### src/rtl/uart9_pkg.sv
package uart9_pkg;

  typedef enum logic [1:0] {RX_IDLE, RX_START, RX_BITS} rx_state_t;

  // bits on the line for one frame: start + data + optional ninth + stop
  function automatic int unsigned frame_len(input logic nine, input int unsigned dw);
    return dw + 2 + (nine ? 1 : 0);
  endfunction

  // multidrop acceptance: filter off passes all; on, nine-bit needs marker, eight-bit needs stop
  function automatic logic mp_pass(input logic nine, input logic mp_en,
                                   input logic bit9, input logic stop);
    if (!mp_en) return 1'b1;
    return nine ? bit9 : stop;
  endfunction

endpackage

### src/rtl/uart9_tx.sv
module uart9_tx
  import uart9_pkg::*;
#(
  parameter int DW  = 8,
  parameter int OVS = 16
) (
  input  logic          clk,
  input  logic          rst_n,
  input  logic          tick,
  input  logic          load,
  input  logic [DW-1:0] ld_data,
  input  logic          ld_b9,
  input  logic          ld_nine,
  output logic          txd,
  output logic          busy,
  output logic          done
);
  localparam int CW = $clog2(OVS);
  localparam int SW = DW + 3;
  localparam int BW = $clog2(SW + 1);

  logic [SW-1:0] sh_q;
  logic [CW-1:0] tcnt_q;
  logic [BW-1:0] left_q;
  logic          busy_q, done_q;
  logic          bit_end;
  logic          accept_load;

  assign accept_load = load && !busy_q;
  assign bit_end     = busy_q && tick && (tcnt_q == CW'(OVS - 1));

  always_ff @(posedge clk or negedge rst_n) begin
    if (!rst_n) begin
      sh_q   <= '1;
      tcnt_q <= '0;
      left_q <= '0;
      busy_q <= 1'b0;
      done_q <= 1'b0;
    end else begin
      done_q <= 1'b0;
      if (accept_load) begin
        sh_q   <= {1'b1, (ld_nine ? ld_b9 : 1'b1), ld_data, 1'b0};
        left_q <= BW'(frame_len(ld_nine, DW));
        tcnt_q <= '0;
        busy_q <= 1'b1;
      end else if (bit_end) begin
        tcnt_q <= '0;
        sh_q   <= {1'b1, sh_q[SW-1:1]};
        left_q <= left_q - 1'b1;
        if (left_q == BW'(1)) begin
          busy_q <= 1'b0;
          done_q <= 1'b1;
        end
      end else if (busy_q && tick) begin
        tcnt_q <= tcnt_q + 1'b1;
      end
    end
  end

  assign txd  = busy_q ? sh_q[0] : 1'b1;
  assign busy = busy_q;
  assign done = done_q;


  tx_start_bit_chk: assert property (@(posedge clk) disable iff (!rst_n)
    accept_load |=> (!txd && busy_q));


  tx_busy_hold_chk: assert property (@(posedge clk) disable iff (!rst_n)
    (load && busy_q && !bit_end) |=> ($stable(sh_q) && busy_q));


  tx_end_pulse_chk: assert property (@(posedge clk) disable iff (!rst_n)
    $fell(busy_q) |-> (done_q && txd));

endmodule

### src/rtl/uart9_rx.sv
module uart9_rx
  import uart9_pkg::*;
#(
  parameter int DW  = 8,
  parameter int OVS = 16
) (
  input  logic          clk,
  input  logic          rst_n,
  input  logic          tick,
  input  logic          en,
  input  logic          nine,
  input  logic          rxd,
  output logic          done,
  output logic [DW-1:0] data,
  output logic          bit9,
  output logic          stop
);
  localparam int CW = $clog2(OVS);
  localparam int NB = DW + 2;
  localparam int IW = $clog2(NB + 1);

  rx_state_t     state_q;
  logic [CW-1:0] tcnt_q;
  logic [IW-1:0] idx_q;
  logic [NB-1:0] bits_q;
  logic          s1_q, s2_q, done_q;
  logic          false_start;

  always_ff @(posedge clk or negedge rst_n) begin
    if (!rst_n) begin
      s1_q <= 1'b1;
      s2_q <= 1'b1;
    end else begin
      s1_q <= rxd;
      s2_q <= s1_q;
    end
  end

  assign false_start = en && tick && (state_q == RX_START) && s2_q;

  always_ff @(posedge clk or negedge rst_n) begin
    if (!rst_n) begin
      state_q <= RX_IDLE;
      tcnt_q  <= '0;
      idx_q   <= '0;
      bits_q  <= '0;
      done_q  <= 1'b0;
    end else begin
      done_q <= 1'b0;
      if (!en) begin
        state_q <= RX_IDLE;
      end else if (tick) begin
        case (state_q)
          RX_IDLE: if (!s2_q) begin
            state_q <= RX_START;
            tcnt_q  <= '0;
          end
          RX_START: begin
            if (s2_q) begin
              state_q <= RX_IDLE;
            end else if (tcnt_q == CW'(OVS / 2 - 1)) begin
              state_q <= RX_BITS;
              tcnt_q  <= '0;
              idx_q   <= '0;
            end else begin
              tcnt_q <= tcnt_q + 1'b1;
            end
          end
          RX_BITS: begin
            if (tcnt_q == CW'(OVS - 1)) begin
              tcnt_q        <= '0;
              bits_q[idx_q] <= s2_q;
              idx_q         <= idx_q + 1'b1;
              if (idx_q == IW'(frame_len(nine, DW) - 2)) begin
                state_q <= RX_IDLE;
                done_q  <= 1'b1;
              end
            end else begin
              tcnt_q <= tcnt_q + 1'b1;
            end
          end
          default: state_q <= RX_IDLE;
        endcase
      end
    end
  end

  assign done = done_q;
  assign data = bits_q[DW-1:0];
  assign bit9 = bits_q[DW];
  assign stop = nine ? bits_q[DW+1] : bits_q[DW];


  rx_disable_idle_chk: assert property (@(posedge clk) disable iff (!rst_n)
    !en |=> (state_q == RX_IDLE && !done_q));


  rx_false_start_chk: assert property (@(posedge clk) disable iff (!rst_n)
    false_start |=> (state_q == RX_IDLE && !done_q));

endmodule

### src/rtl/uart9_port.sv
module uart9_port
  import uart9_pkg::*;
#(
  parameter int DW  = 8,
  parameter int OVS = 16
) (
  input  logic          clk,
  input  logic          rst_n,
  input  logic          baud_tick,
  input  logic          rxd,
  output logic          txd,
  input  logic          wr_en,
  input  logic          wr_sel,
  input  logic [DW-1:0] wr_data,
  output logic [7:0]    ctrl_q,
  output logic [DW-1:0] rx_data,
  output logic          irq
);
  logic [1:0]    fmt_q;
  logic          mp_q, ren_q, tb9_q, rb9_q, tflag_q, rflag_q;
  logic [DW-1:0] rxbuf_q;

  logic          wr_ctrl, wr_tx, nine;
  logic          tx_busy, tx_done;
  logic          rx_done, rx_bit9, rx_stop, rx_accept, rx_filtered;
  logic [DW-1:0] rx_word;

  assign wr_ctrl = wr_en && !wr_sel;
  assign wr_tx   = wr_en && wr_sel;
  assign nine    = fmt_q[1];

  uart9_tx #(.DW(DW), .OVS(OVS)) u_tx (
    .clk(clk), .rst_n(rst_n), .tick(baud_tick),
    .load(wr_tx), .ld_data(wr_data), .ld_b9(tb9_q), .ld_nine(nine),
    .txd(txd), .busy(tx_busy), .done(tx_done)
  );

  uart9_rx #(.DW(DW), .OVS(OVS)) u_rx (
    .clk(clk), .rst_n(rst_n), .tick(baud_tick),
    .en(ren_q), .nine(nine), .rxd(rxd),
    .done(rx_done), .data(rx_word), .bit9(rx_bit9), .stop(rx_stop)
  );

  assign rx_filtered = rx_done && !mp_pass(nine, mp_q, rx_bit9, rx_stop);
  assign rx_accept   = rx_done && !rflag_q && !rx_filtered;

  always_ff @(posedge clk or negedge rst_n) begin
    if (!rst_n) begin
      fmt_q   <= '0;
      mp_q    <= 1'b0;
      ren_q   <= 1'b0;
      tb9_q   <= 1'b0;
      rb9_q   <= 1'b0;
      tflag_q <= 1'b0;
      rflag_q <= 1'b0;
      rxbuf_q <= '0;
    end else begin
      if (wr_ctrl) begin
        fmt_q   <= wr_data[7:6];
        mp_q    <= wr_data[5];
        ren_q   <= wr_data[4];
        tb9_q   <= wr_data[3];
        rb9_q   <= wr_data[2];
        tflag_q <= wr_data[1];
        rflag_q <= wr_data[0];
      end
      if (tx_done) tflag_q <= 1'b1;
      if (rx_accept) begin
        rflag_q <= 1'b1;
        rxbuf_q <= rx_word;
        rb9_q   <= nine ? rx_bit9 : rx_stop;
      end
    end
  end

  assign ctrl_q  = {fmt_q, mp_q, ren_q, tb9_q, rb9_q, tflag_q, rflag_q};
  assign rx_data = rxbuf_q;
  assign irq     = tflag_q | rflag_q;


  tx_flag_sticky_chk: assert property (@(posedge clk) disable iff (!rst_n)
    (tflag_q && !wr_ctrl) |=> tflag_q);


  tx_flag_set_chk: assert property (@(posedge clk) disable iff (!rst_n)
    tx_done |=> (tflag_q && irq));


  rx_overrun_keep_chk: assert property (@(posedge clk) disable iff (!rst_n)
    (rx_done && rflag_q && !wr_ctrl) |=> ($stable(rxbuf_q) && rflag_q));


  rx_mp_filter_chk: assert property (@(posedge clk) disable iff (!rst_n)
    (rx_done && nine && mp_q && !rx_bit9 && !wr_ctrl) |=> ($stable(rxbuf_q) && $stable(rflag_q)));


  rx_flag_set_chk: assert property (@(posedge clk) disable iff (!rst_n)
    rx_accept |=> (rflag_q && irq));

endmodule

### config.mk
export PLATFORM = sky130hd
export DESIGN_NAME = uart9_port
export DESIGN_NICKNAME = d
export VERILOG_FILES = /design/src/rtl/uart9_pkg.sv /design/src/rtl/uart9_tx.sv /design/src/rtl/uart9_rx.sv /design/src/rtl/uart9_port.sv
export SDC_FILE = /design/constraint.sdc
export NUM_CORES = 1
export LEC_CHECK = 0
export BUFFER_PORTS_ARGS = -buffer_cell sky130_fd_sc_hd__buf_2
export CORE_MARGIN = 1.5
export CORE_UTILIZATION = 50
export CTS_CLUSTER_DIAMETER = 50
export CTS_CLUSTER_SIZE = 14
export DETAILED_ROUTE_END_ITERATION = 8
export PLACE_DENSITY = 0.7
export SLEW_MARGIN = 20
export SYNTH_ARGS = -nofsm -noshare
export SYNTH_HDL_FRONTEND = slang
export SYNTH_SLANG_ARGS = --single-unit
export TNS_END_PERCENT = 10
### constraint.sdc
create_clock -name clk -period 3.38 [get_ports clk]
set_input_delay 0.169 -clock clk [delete_from_list [all_inputs] [get_ports clk]]
set_output_delay 0.169 -clock clk [all_outputs]
set_load 0.02 [all_outputs]
### Word-level counts from Yosys, hierarchy flattened

Index checks and enable logic that the tools add are counted.

| word-level totals | value |
|---|---|
| logic and storage cells | 120 |
| bits of input ports | 14 |
| output and inout port bits | 18 |
| flip-flop bits (word level) | 60 |

| operators by class | value |
|---|---|
| mux-type cells | 48 |
| bitwise operators | 1 |
| $lt $le $gt $ge | 2 |
| eq/ne operators | 16 |
| $add $sub $neg | 6 |
| reductions and logical operators | 27 |

Operators by type and width:

| cell | count |
|---|---|
| two-way mux 4 bit | 12 |
| two-way mux 1 bit | 22 |
| two-way mux 11 bit | 2 |
| two-way mux 2 bit | 7 |
| adder 4 x 1 -> 4 bit (second input constant) | 3 |
| case mux 4 bit (3 select lines) | 1 |
| bitwise mux 10 bit | 1 |
| AND reduction 5 bit | 2 |
| nonzero test 2 bit | 5 |
| logical AND 1 bit | 9 |
| == test 4 bit (second input constant) | 2 |
| != test 2 bit (second input constant) | 4 |
| case mux 4 bit (2 select lines) | 1 |
| != test 3 x 2 -> 1 bit (second input constant) | 2 |
| case mux 2 bit (3 select lines) | 1 |
| AND reduction 6 bit | 1 |
| nonzero test 3 bit | 2 |
| zero test 1 bit | 5 |
| less-than comparator 4 x 5 -> 1 bit (second input constant) | 1 |
| adder 4 bit (first input constant) | 1 |
| demux 1 bit (select 4 bit) | 1 |
| == test 4 x 1 -> 1 bit (second input constant) | 1 |
| == test 4 x 3 -> 1 bit (second input constant) | 1 |
| == test 4 bit | 1 |
| other kinds (12) | 12 |

### Depth between registers and ports, before layout

Gate-level depths: netlist (run 1).

| logic depth | value |
|---|---|
| depth after elaboration | 9 |
| gate-level depth with buffers | 7 |
| gate-level depth less buffers | 6 |

### Modules after synthesis

Synthesis (run 1) repeated with hierarchy kept, for this count alone.

| second synthesis, totals | value |
|---|---|
| cells, all modules | 293 |
| area, all modules | 3,079.2 um^2 |

Modules (own cells, without submodules):

| module | instances | cells an instance | area an instance (um^2) | seq. area each (um^2) |
|---|---|---|---|---|
| uart9_rx | 1 | 136 | 1,352.5 | 578.1 |
| uart9_tx | 1 | 108 | 1,028.5 | 513.0 |
| uart9_port | 1 | 49 | 698.2 | 400.4 |

### Least setup slack after synthesis (run 1)

No wires, ideal clock.

| timing path | value |
|---|---|
| path type | register to register |
| from | reg u_rx.state_q[0] |
| to | reg u_rx.idx_q[3] |
| clock period less this slack | 1,688 ps |
| path slack | 1,692 ps |
| buffers on the path | 1 |
| stages on the path, launching flop included | 8 |
| arrival time | 1,592 ps |
| setup time | 95 ps |
| required time | 3,285 ps |
| cells stage by stage | dfrtp_1 -> inv_1 -> ha_1 -> clkbuf_2 -> nor3b_1 -> o2111ai_2 -> or2_1 -> o31ai_1 |

| between the ends | value |
|---|---|
| longest elaborated chain between the ends | 3 |
| elaborated cells between the ends (all ways) | 8 |
| classes of those cells | eq/ne: 5; mux: 1; reduce/logical: 2 |

RTL lines:

| what | line | RTL |
|---|---|---|
| start: declaration | uart9_rx.sv:22 | `rx_state_t state_q;` |
| start signal: assignment | uart9_rx.sv:43 | `state_q <= RX_IDLE;` |
| start signal: assignment | uart9_rx.sv:51 | `state_q <= RX_IDLE;` |
| start signal: assignment | uart9_rx.sv:55 | `state_q <= RX_START;` |
| == test 2 x 1 -> 1 bit or == test 2 bit (tied branches) | - |  |
| != test 2 bit (no line), or another cell as far along | - |  |
| AND reduction 6 bit (no line) | - |  |
| end signal: assignment | uart9_rx.sv:73 | `idx_q <= idx_q + 1'b1;` |
| end: declaration | uart9_rx.sv:24 | `logic [IW-1:0] idx_q;` |

Several ways; a longest one is shown, not always the timed one.
A chain may end at the register's enable or synchronous reset.

### Worst setup path in the final report (run 1)

| timing path | value |
|---|---|
| from | reg u_rx.state_q[0] |
| to | reg u_rx.bits_q[2] |

| between the ends | value |
|---|---|
| longest elaborated chain between the ends | 2 |

RTL lines:

| what | line | RTL |
|---|---|---|
| == test 2 bit | uart9_rx.sv:53 | `case (state_q)` |
| AND reduction 4 bit (no line) | - |  |
| end signal: indexed assignment | uart9_rx.sv:72 | `bits_q[idx_q] <= s2_q;` |
| end: declaration | uart9_rx.sv:25 | `logic [NB-1:0] bits_q;` |

No other way between the ends.

==> results of run 1 <==
==> worst max-delay path by stage <==
stage,from,endpoint,slack [ns]
after floorplan,u_rx.state_q[0],u_rx.idx_q[3],1.69
after global placement,u_rx.state_q[0],u_rx.bits_q[5],1.56
after detailed placement,u_rx.state_q[0],u_rx.bits_q[4],1.47
after CTS,u_rx.state_q[0],u_rx.bits_q[4],1.47
after global routing,u_rx.state_q[0],u_rx.bits_q[4],1.29
final,u_rx.state_q[0],u_rx.bits_q[2],1.47
==> registers in the layout, indices dropped and copies added (netlist names) <==
name	flops
u_rx.state_q	2
u_rx.s2_q	1
rb9_q	1
u_tx.left_q	4
tflag_q	1
u_tx.sh_q	10
u_tx.done	1
ren_q	1
u_rx.tcnt_q	4
u_rx.s1_q	1
u_rx.done	1
rx_data	8
u_rx.idx_q	4
u_rx.bits_q	9
u_tx.busy	1
u_tx.tcnt_q	4
fmt_q	2
tb9_q	1
mp_q	1
rflag_q	1
==> power by group <==
part	switching (uW)	internal (uW)	leakage (uW)
Clock	254	303	0.0000932
Combinational	173	162	0.000741
Sequential	104	857	0.000730
==> per-stage QoR <==
stage               instances  setup slack (ns)  hold WS, ns  util (%)
floorplan                 259              1.69       -0.127         -
global placement          349              1.56        0.274      54.9
detailed placement        349              1.47        0.279      54.9
CTS                       367              1.47       0.0828      58.4
global route              367              1.29       0.0899      58.4
finish                    367              1.47       0.0972      58.4
==> cell usage in the layout (no fill, tap or decap), types with 2 or more instances in the layout <==
master         count
a21o_1             9
and2_1             3
mux2i_1            3
a21oi_1            4
buf_2             31
nand2_1           26
nand2b_1           7
dfrtp_1           46
a22o_1             8
xnor2_1            3
dlygate4sd3_1      2
mux2_2            14
or2_2              3
mux2_1             8
nor3b_1            2
nand3_1           12
inv_1             12
o21a_1             2
o21ai_1            2
clkbuf_8          11
and3_1             2
a31oi_1            2
clkinv_2           3
a211o_1            2
nor2_1            11
o21ai_0           10
clkbuf_1           2
xor2_1             2
dfstp_2           12
ha_1              12
nor3_1             6
buf_4              3
==> cells by family (layout without fill, tap and decap cells) <==
kind of cell	Yosys count	in the layout
buffers and inverters	28	64
AOI/OAI and AO/OA	46	46
muxes	25	25
and+or+nand+nor	85	85
DFF	58	58
xor gates and xnor gates	5	5
adders and majority gates	12	12
==> layout make-up <==
type / instances / area (um^2)
Clock buffer: 13 / 159
Timing Repair Buffer: 36 / 198
Inverter: 12 / 45.0
Clock inverter: 3 / 15.0
Tap cell: 72 / 90.1
Sequential cell: 58 / 1470
Multi-Input combinational cell: 173 / 1260
Fill cell: 479 / 2310
==> per-layer routing <==
layer / share of wire, % / wire length, um
met4: 1.7 / 86
met1: 50 / 2550
met3: 3.2 / 162
met5: 0 / 0
met2: 45 / 2320
==> results.txt, run 1 <==
Largest family of logic cells by synthesized area - simple AND/OR/NAND/NOR gates
Relative slew slack - 47.9%
Core Area - 5540 um^2
Ys Warns - 0
Largest net degree at the start of global routing - 36
Kind of cell adding the most delay to the critical path - simple AND/OR/NAND/NOR gates
CTS root buf - clkbuf_8
Initial antenna violation count - 0
Period utilization - 56.5%
P_leak - 0.00156 uW
WP data arrival - 2.11 ns
Crit end category - flop
First-pass GRT wire length - 8940 um
Full die area - 6210 um^2
Busiest grt layer - met2
ANT cells - 0
Total iterations of the first detailed-routing run - 4
# port buffers - 31
Area Overhead vs Synth - 12.5%
Initial Util - 51.9%
Most frequent cell after synthesis - dfrtp_1
Drt via density - 5.39
Synth cell types - 51
Bufs and invs on worst path - 1
Setup violations, final - 0
Gr usage total - 18.9%
Layout cell share with drive strength beyond 1 - 28.8%
Grt met3 use - 5.52%
Synth Area in Adders - 5.23%
Syn_area_per_cell - 11.1 um^2
Slowest cell on the critical path - dfrtp_1
Die boundary height - 78.8 um
DIE WIDTH - 78.8 um
WHS Endpoint - fmt_q[1]
GR Util met2 - 27.8%
Final hold violations - 0
Final GP Congestion - 0.815
Post_cts resized - 0
Cts bufs inserted - 9
CTS H-Tree Depth - 3
Post-synth EDFFs - 0
Routed Antenna Nets - 0
Asr flop ratio synth - 100%
Required @ worst endpoint - 3.59 ns
Xor and xnor area share after synthesis - 1.52%
Min cycle time layout - 1.91 ns
Net Count, Synth - 285
CTS tree - yes
Reg2Reg Capture Point - u_rx.bits_q[2]
Cell Area, Placed - 3040 um^2
CP cell instances - inv_1, ha_1, nand4_2, nor3_2, nand3b_1, mux2_1
Dominant cells by area after synthesis - dfrtp_1 40%, dfstp_2 11%, mux2_2 5.5%
Multiplexer area fraction after synthesis - 9.67%
Top cell type's share of synthesized area - 40.1%
Max Cap Viol - 0
Clock Skews - 0.00595 ns
GRT Residual Overflow - 0
Non-Filler Cell Area, Final - 3230 um^2
Top FF cell, synth - dfrtp_1
Via Count - 1979
Number of global-route vias before repair - 1866
Compound-Gate Fraction of Synth Area - 11.7%
Max stage delay on crit path - 0.41 ns
Total power - 1850 uW
Initial DRC Count - 94
R2R setup slack - 1.47 ns
Hold_buf cts - 2
Power per Cell Area - 573 nW/um^2
RSZ-0062 raised after global routing - no
Routed wire length per instance - 14.0 um
Hold crit path type - in -> reg
Area leader, netlist - dfrtp_1
Fin Setup TNS - 0 ns
GRT met1 Usage - 26.3%
Max Slew Vio Count - 0
Outcome - finished, final reports clean
Synthesized area - 2870 um^2
Number of cell rows - 27
Setup Fix Bufs, Post-CTS - 0
Reg2reg path depth - 6
CTS max path bufs - 2
Hold Path Depth - 2
Crit-path max FO - 9
Synth Register Bits - 58
Worst-Skew Late Latency - 0.33 ns
Synth top cells by count - 46 x dfrtp_1, 26 x nand2_1, 14 x mux2_2
Remaining DRCs - 0
Clk pin slew, worst setup/hold paths - 0.06 ns
Setup crit start kind - flop
Worst r2r src - u_rx.state_q[0]
Sink Count - 58
I/O pin count - 32
Sequential cell area fraction in the yosys report - 51.0%
Final #Nets - 316
Crit path kind - reg -> reg
Fmax - 524 MHz
CP Depth - 6
Worst-margin pin slew - 0.782 ns
Post-DP HPWL - 3690 um
Simple-gate share of the synthesized area - 15.8%
Mapped Cells - 259
Hold Crit Start - wr_data[7]
Worst vdd ir - 0.000282 V
Detailed Route WL - 5120 um
Note: power is estimated with default switching activity, not from simulation.
==> run 2: changes to the inputs <==
Settings changed: ABC_AREA set to 1, PLACE_DENSITY 0.7 to 0.72.
Clock period 3.38 ns to 1.7 ns, I/O delays scaled along.
==> run 2 against run 1 <==
Compared with the run above: non-clock buffer count rose by 8; die area rose by 1.4%; via count rose by 15%; largest power group unchanged; register-to-register slack got worse by 1.3 ns.
==> results.txt, run 2 <==
Outcome - finished, final reports clean
CTS H-Tree Depth - 3
Worst-Skew Late Latency - 0.34 ns
Setup Fix Bufs, Post-CTS - 0
Hold Crit Start - baud_tick
Number of global-route vias before repair - 2238
Logic pwr share - 23.6%
Crit-path max FO - 8
Detailed Route WL - 5720 um
Die boundary height - 79.4 um
Int Pwr - 2640 uW
Clock power frac - 28.0%
Worst r2r src - u_rx.tcnt_q[0]
Required @ worst endpoint - 1.92 ns
Full die area - 6300 um^2
Setup violations, final - 0
Clk pin slew, worst setup/hold paths - 0.07 ns
Net Count, Synth - 370
# port buffers - 31
ANT cells - 0
Fmax - 643 MHz
CTS max path bufs - 2
Routed wire length per instance - 12.3 um
Synth cell types - 33
Area Overhead vs Synth - 16.7%
P_sw - 1340 uW
Number of cell rows - 27
Area leader, netlist - dfrtp_1
Drt via density - 4.89
Mapped Cells - 344
RSZ-0062 raised after global routing - no
Dominant cells by area after synthesis - dfrtp_1 39%, nand2_1 15%, dfstp_2 11%
Most frequent cell after synthesis - nand2_1
Compound-Gate Fraction of Synth Area - 6.65%
Multiplexer area fraction after synthesis - 0%
Core Area - 5570 um^2
CTS root buf - clkbuf_8
Cts bufs inserted - 9
Xor and xnor area share after synthesis - 1.50%
Crit end category - flop
Initial DRC Count - 119
Sink Count - 58
Via Count - 2273
Relative slew slack - 65.2%
Min cycle time layout - 1.55 ns
Flop pwr share - 48.4%
Fin Hold WS - 0.100 ns
Filler cells - 509
Power per Cell Area - 1170 nW/um^2
Final #Nets - 414
Top FF cell, synth - dfrtp_1
Syn_area_per_cell - 8.47 um^2
Post-DP HPWL - 3940 um
Crit path kind - reg -> reg
R2R setup slack - 0.15 ns
Simple-gate share of the synthesized area - 28.2%
P_leak - 0.00174 uW
Final GP Congestion - 0.814
Setup crit start kind - flop
Max Cap Viol - 0
Most frequent cells in the layout - 114 x nand2_1, 46 x dfrtp_1, 36 x inv_1
Remaining DRCs - 0
Sequential cell area fraction in the yosys report - 50.3%
Number of flip-flops in the largest register - 10
Total iterations of the first detailed-routing run - 4
Period utilization - 91.4%
Hold crit path type - in -> reg
Biggest register - u_tx.sh_q
Synth Area in Adders - 5.15%
I/O pin count - 32
CTS tree - yes
Synth top cells by count - 114 x nand2_1, 46 x dfrtp_1, 36 x inv_1
Ys Warns - 0
Hold Path Depth - 3
Synth Register Bits - 58
Largest net degree at the start of global routing - 37
WP data arrival - 1.77 ns
Largest family of logic cells by synthesized area - simple AND/OR/NAND/NOR gates
Top cell type's share of synthesized area - 39.5%
Cell Area, Placed - 3120 um^2
Asr flop ratio synth - 100%
Non-Filler Cell Area, Final - 3400 um^2
Synthesized area - 2920 um^2
Max Slew Vio Count - 0
Worst-margin pin slew - 0.522 ns
Worst vdd ir - 0.000753 V
First-pass GRT wire length - 9760 um
Final hold violations - 0
Routed Antenna Nets - 0
Worst setup path startpoint - u_rx.tcnt_q[0]
Gr usage total - 20.5%
DIE WIDTH - 79.4 um
Reg2reg path depth - 8
Layout cell share with drive strength beyond 1 - 21.9%
Switching share of power - 33.7%
Most common cell after layout, fill and taps aside - nand2_1
Fin Setup TNS - 0 ns
Initial Util - 52.3%
Initial antenna violation count - 0
GRT Residual Overflow - 0
Clock Skews - 0.0117 ns
Post-synth EDFFs - 0
[run 2: area by class of cell]
class	instances	area (um^2)	area share [%]
multi-input cells	232	1220	35.9
well taps	72	90.1	2.65
inverters	43	161	4.74
repair buffers	44	290	8.53
clock buffers	11	141	4.16
flip-flops and latches	58	1470	43.1
clock inverters	5	30.0	0.883
[run 2: power by group through the flow]
stage | sequential (uW) | combinational [uW] | clock (uW)
after CTS | 1920 | 935 | 1140
final | 1930 | 938 | 1120
after detailed placement | 1940 | 903 | 0
after floorplan | 1890 | 706 | 0
after global routing | 1970 | 1090 | 1200
after global placement | 1930 | 869 | 0
[run 2: per-layer routing]
| layer | part of all wire (%) | global-route usage (%) |
|---|---|---|
| met1 | 48 | 26.5 |
| met2 | 46 | 31.4 |
| met5 | 0 | 0 |
| met3 | 4.5 | 7.47 |
| met4 | 1.2 | 7.54 |
[run 2: cells by family (layout without fill, tap and decap cells)]
kind of cell               Yosys count  after routing
and+or+nand+nor                    180            180
DFF                                 58             58
AOI/OAI and AO/OA                   35             35
buffers and inverters               54            103
xor gates and xnor gates             5              5
adders and majority gates           12             12
[run 2: path summary, 6_finish.rpt]
path                                   to
max                        u_rx.bits_q[8]
min                             u_rx.done
max reg2reg                u_rx.bits_q[8]
min reg2reg                     u_rx.s2_q
max in group asynchronous    u_tx.sh_q[7]
min in group asynchronous  u_rx.tcnt_q[2]
[run 2: timing repair]
item                                   4_1_cts  5_1_grt
hold buffers                                10        0
endpoints found under the hold margin       34        0
setup endpoints to repair                    0        1
gates resized for setup                      0        2
[run 2: worst max-delay path: stages, from the launching register on]
cell,delay (ns)
dfrtp_1,0.41
ha_1,0.19
nand2_1,0.15
nor2_2,0.21
nand2_4,0.13
nor2_2,0.12
nand2_1,0.08
nand2_1,0.07
o21ai_1,0.06
[run 2: stage by stage]
| step | setup slack, ns | utilization [%] | instances | power [uW] |
|---|---|---|---|---|
| finish | 0.146 | 61.0 | 465 | 3980 |
| global route | 0.000660 | 61.0 | 465 | 4250 |
| CTS | 0.0867 | 60.8 | 465 | 4000 |
| detailed placement | 0.111 | 55.9 | 439 | 2850 |
| global placement | 0.214 | 55.9 | 439 | 2800 |
| floorplan | 0.291 | - | 344 | 2600 |
==> run 3: changes to the inputs <==
Settings changed: PLACE_DENSITY 0.72 to 0.8, SYNTH_HIERARCHICAL set to 1.
==> run 3 against run 2 <==
Compared with the run above: sequential cell count is 1 higher; clock power up 13%; final cell count grew 8.8%; non-clock buffer count unchanged; synthesized cell count increased by 14%; register-to-register slack hardly changed; worst hold slack worse by 0.028 ns; sequential share of layout area fell by 1.7 points; maximum frequency grew 0.92%; critical path depth is 1 lower; routed wire length is 4.4% higher; largest cell class unchanged; largest power group unchanged.
==> results.txt, run 3 <==
Outcome - finished, final reports clean
Area leader, netlist - dfrtp_1
Worst r2r src - u_rx/tcnt_q[0]
Initial antenna violation count - 0
Max Slew Vio Count - 0
Sequential cell area fraction in the yosys report - 46.7%
Int Pwr - 2810 uW
P_leak - 0.00193 uW
Via Count - 2535
I/O pin count - 32
Full die area - 6870 um^2
Mapped Cells - 392
Dominant cells by area after synthesis - dfrtp_1 37%, nand2_1 14%, dfstp_2 9.9%
Final hold violations - 0
Period utilization - 90.6%
Most common cell after layout, fill and taps aside - nand2_1
Fmax - 649 MHz
Gr usage total - 19.1%
RSZ-0062 raised after global routing - no
Remaining DRCs - 0
# port buffers - 31
Routed wire length per instance - 11.8 um
Required @ worst endpoint - 1.91 ns
CTS tree - yes
Relative slew slack - 71.5%
Worst setup margin - 0.160 ns
Number of cell rows - 28
Filler cells - 515
Top cell type's share of synthesized area - 36.9%
Die boundary height - 82.9 um
Worst-Skew Late Latency - 0.34 ns
Fin Setup TNS - 0 ns
Post-DP HPWL - 4170 um
First-pass GRT wire length - 10600 um
CTS H-Tree Depth - 3
Crit-path max FO - 7
Worst-margin pin slew - 0.427 ns
Setup crit start kind - flop
Met2 WL - 2900 um
CTS root buf - clkbuf_8
Sink Count - 59
Largest net degree at the start of global routing - 43
Logic pwr share - 23.4%
Worst vdd ir - 0.000549 V
Synth top cells by count - 115 x nand2_1, 48 x inv_1, 47 x dfrtp_1
DP Worst Slack - 0.0725 ns
WHS Endpoint - fmt_q[0]
Net Count, Synth - 419
Crit end category - flop
Power per Cell Area - 1160 nW/um^2
Setup violations, final - 0
Initial DRC Count - 131
Max Cap Viol - 0
WL met3 - 273 um
Clock power frac - 30.2%
Hold crit path type - in -> reg
Flop pwr share - 46.4%
Reg2reg path depth - 7
Asr flop ratio synth - 100%
Min cycle time layout - 1.54 ns
Cts bufs inserted - 9
Reg2Reg Capture Point - u_rx/bits_q[5]
Clock Skews - 0.00831 ns
Detailed Route WL - 5970 um
Synth cell types - 29
Area Overhead vs Synth - 13.0%
DIE WIDTH - 82.9 um
Fin Hold WS - 0.0720 ns
Routed length on met1 - 2740 um
Clk pin slew, worst setup/hold paths - 0.07 ns
Core Area - 6030 um^2
Crit path kind - reg -> reg
WP data arrival - 1.75 ns
Syn_area_per_cell - 8.14 um^2
Total iterations of the first detailed-routing run - 5
Max layer used - met4
Non-Filler Cell Area, Final - 3610 um^2
Cell Area, Placed - 3300 um^2
Most frequent cell after synthesis - nand2_1
Number of global-route vias before repair - 2466
Initial Util - 52.9%
P_sw - 1390 uW
GRT Residual Overflow - 0
Top FF cell, synth - dfrtp_1
Hold Path Depth - 4
Layout cell share with drive strength beyond 1 - 19.5%
Routed Antenna Nets - 0
Synth Register Bits - 59
Drt via density - 5.01
ANT cells - 0
Hold Crit Start - wr_sel
CTS max path bufs - 2
Switching share of power - 33.0%
R2R setup slack - 0.16 ns
Final #Nets - 453
Ys Warns - 6
Most frequent cells in the layout - 114 x nand2_1, 48 x inv_1, 47 x dfrtp_1
Synthesized area - 3190 um^2
Final GP Congestion - 0.828
Post-synth EDFFs - 0
==> run 3: changes by cell type after synthesis, sizes merged, moves of 3 or more <==
cell   before  now
a21oi       2   14
buf        10   20
nand4       4    1
a22oi       4    0
nor2       21   42
nand2     117  121
inv        42   50
nand3      22   36
nor3       11    1
==> run 3: cells by family after synthesis <==
kind of cell / Yosys count / synth area share (%)
flops: 59 / 46.7
buf+inv: 71 / 11.0
compound gates: 40 / 6.39
fa+ha+maj: 13 / 5.10
simple gates: 204 / 29.4
xor+xnor: 5 / 1.37
==> run 3: critical path, stage by stage (launching register included) <==
cell and delay [ns]:
dfrtp_1 0.39, ha_1 0.22, nand3_2 0.13, nor3_4 0.23, buf_4 0.17, nand3_1 0.11
nand2_1 0.10, o21ai_1 0.07
==> run 3: timing repair <==
action | in CTS | in global routing
gates resized for setup | 0 | 1
setup endpoints to repair | 0 | 8
hold buffers | 9 | 0
endpoints found under the hold margin | 22 | 0
buffers inserted | 0 | 2
==> run 3: how the worst max path moves through the flow <==
stage | from | to | cells past startpoint
2_1_floorplan | u_rx/state_q[0] | u_rx/bits_q[0] | 7
3_3_place_gp | u_rx/state_q[0] | u_rx/bits_q[4] | 7
3_5_place_dp | u_rx/state_q[0] | u_rx/bits_q[5] | 7
4_1_cts | u_rx/state_q[0] | u_rx/bits_q[5] | 7
5_1_grt | u_rx/state_q[0] | u_rx/tcnt_q[0] | 7
6_report | u_rx/tcnt_q[0] | u_rx/bits_q[5] | 7
==> run 3: area by class of cell <==
type                       count  area, um^2  area share [%]
sequential                    59        1490            41.4
multi-input combinational    262        1350            37.5
inverter                      50         188            5.20
timing repair buffer          44         288            7.98
clock inverter                 5        52.6            1.46
clock buffer                  11         141            3.92
tap                           75        93.8            2.60
==> run 3: power groups by stage <==
stage	Combinational, uW	Sequential, uW	Clock [uW]
3_3_place_gp	925	1950	0
4_1_cts	979	1940	1290
6_report	982	1940	1270
2_1_floorplan	757	1920	0
3_5_place_dp	954	1960	0
5_1_grt	1140	1980	1370
==> run 3: per-layer routing <==
layer / up-vias / global-route usage [%]
met4: 0 / 6.97
met1: 1193 / 22.7
met2: 61 / 32.1
met5: - / 0
met3: 6 / 6.86
li1: 1275 / -
==> run 3: through the flow <==
| step | power, uW | std cells | utilization [%] |
|---|---|---|---|
| 3_5_place_dp | 2920 | 479 | 54.8 |
| 5_1_grt | 4490 | 506 | 59.8 |
| 6_report | 4190 | 506 | 59.8 |
| 2_1_floorplan | 2670 | 392 | - |
| 3_3_place_gp | 2870 | 479 | 54.8 |
| 4_1_cts | 4210 | 504 | 59.6 |
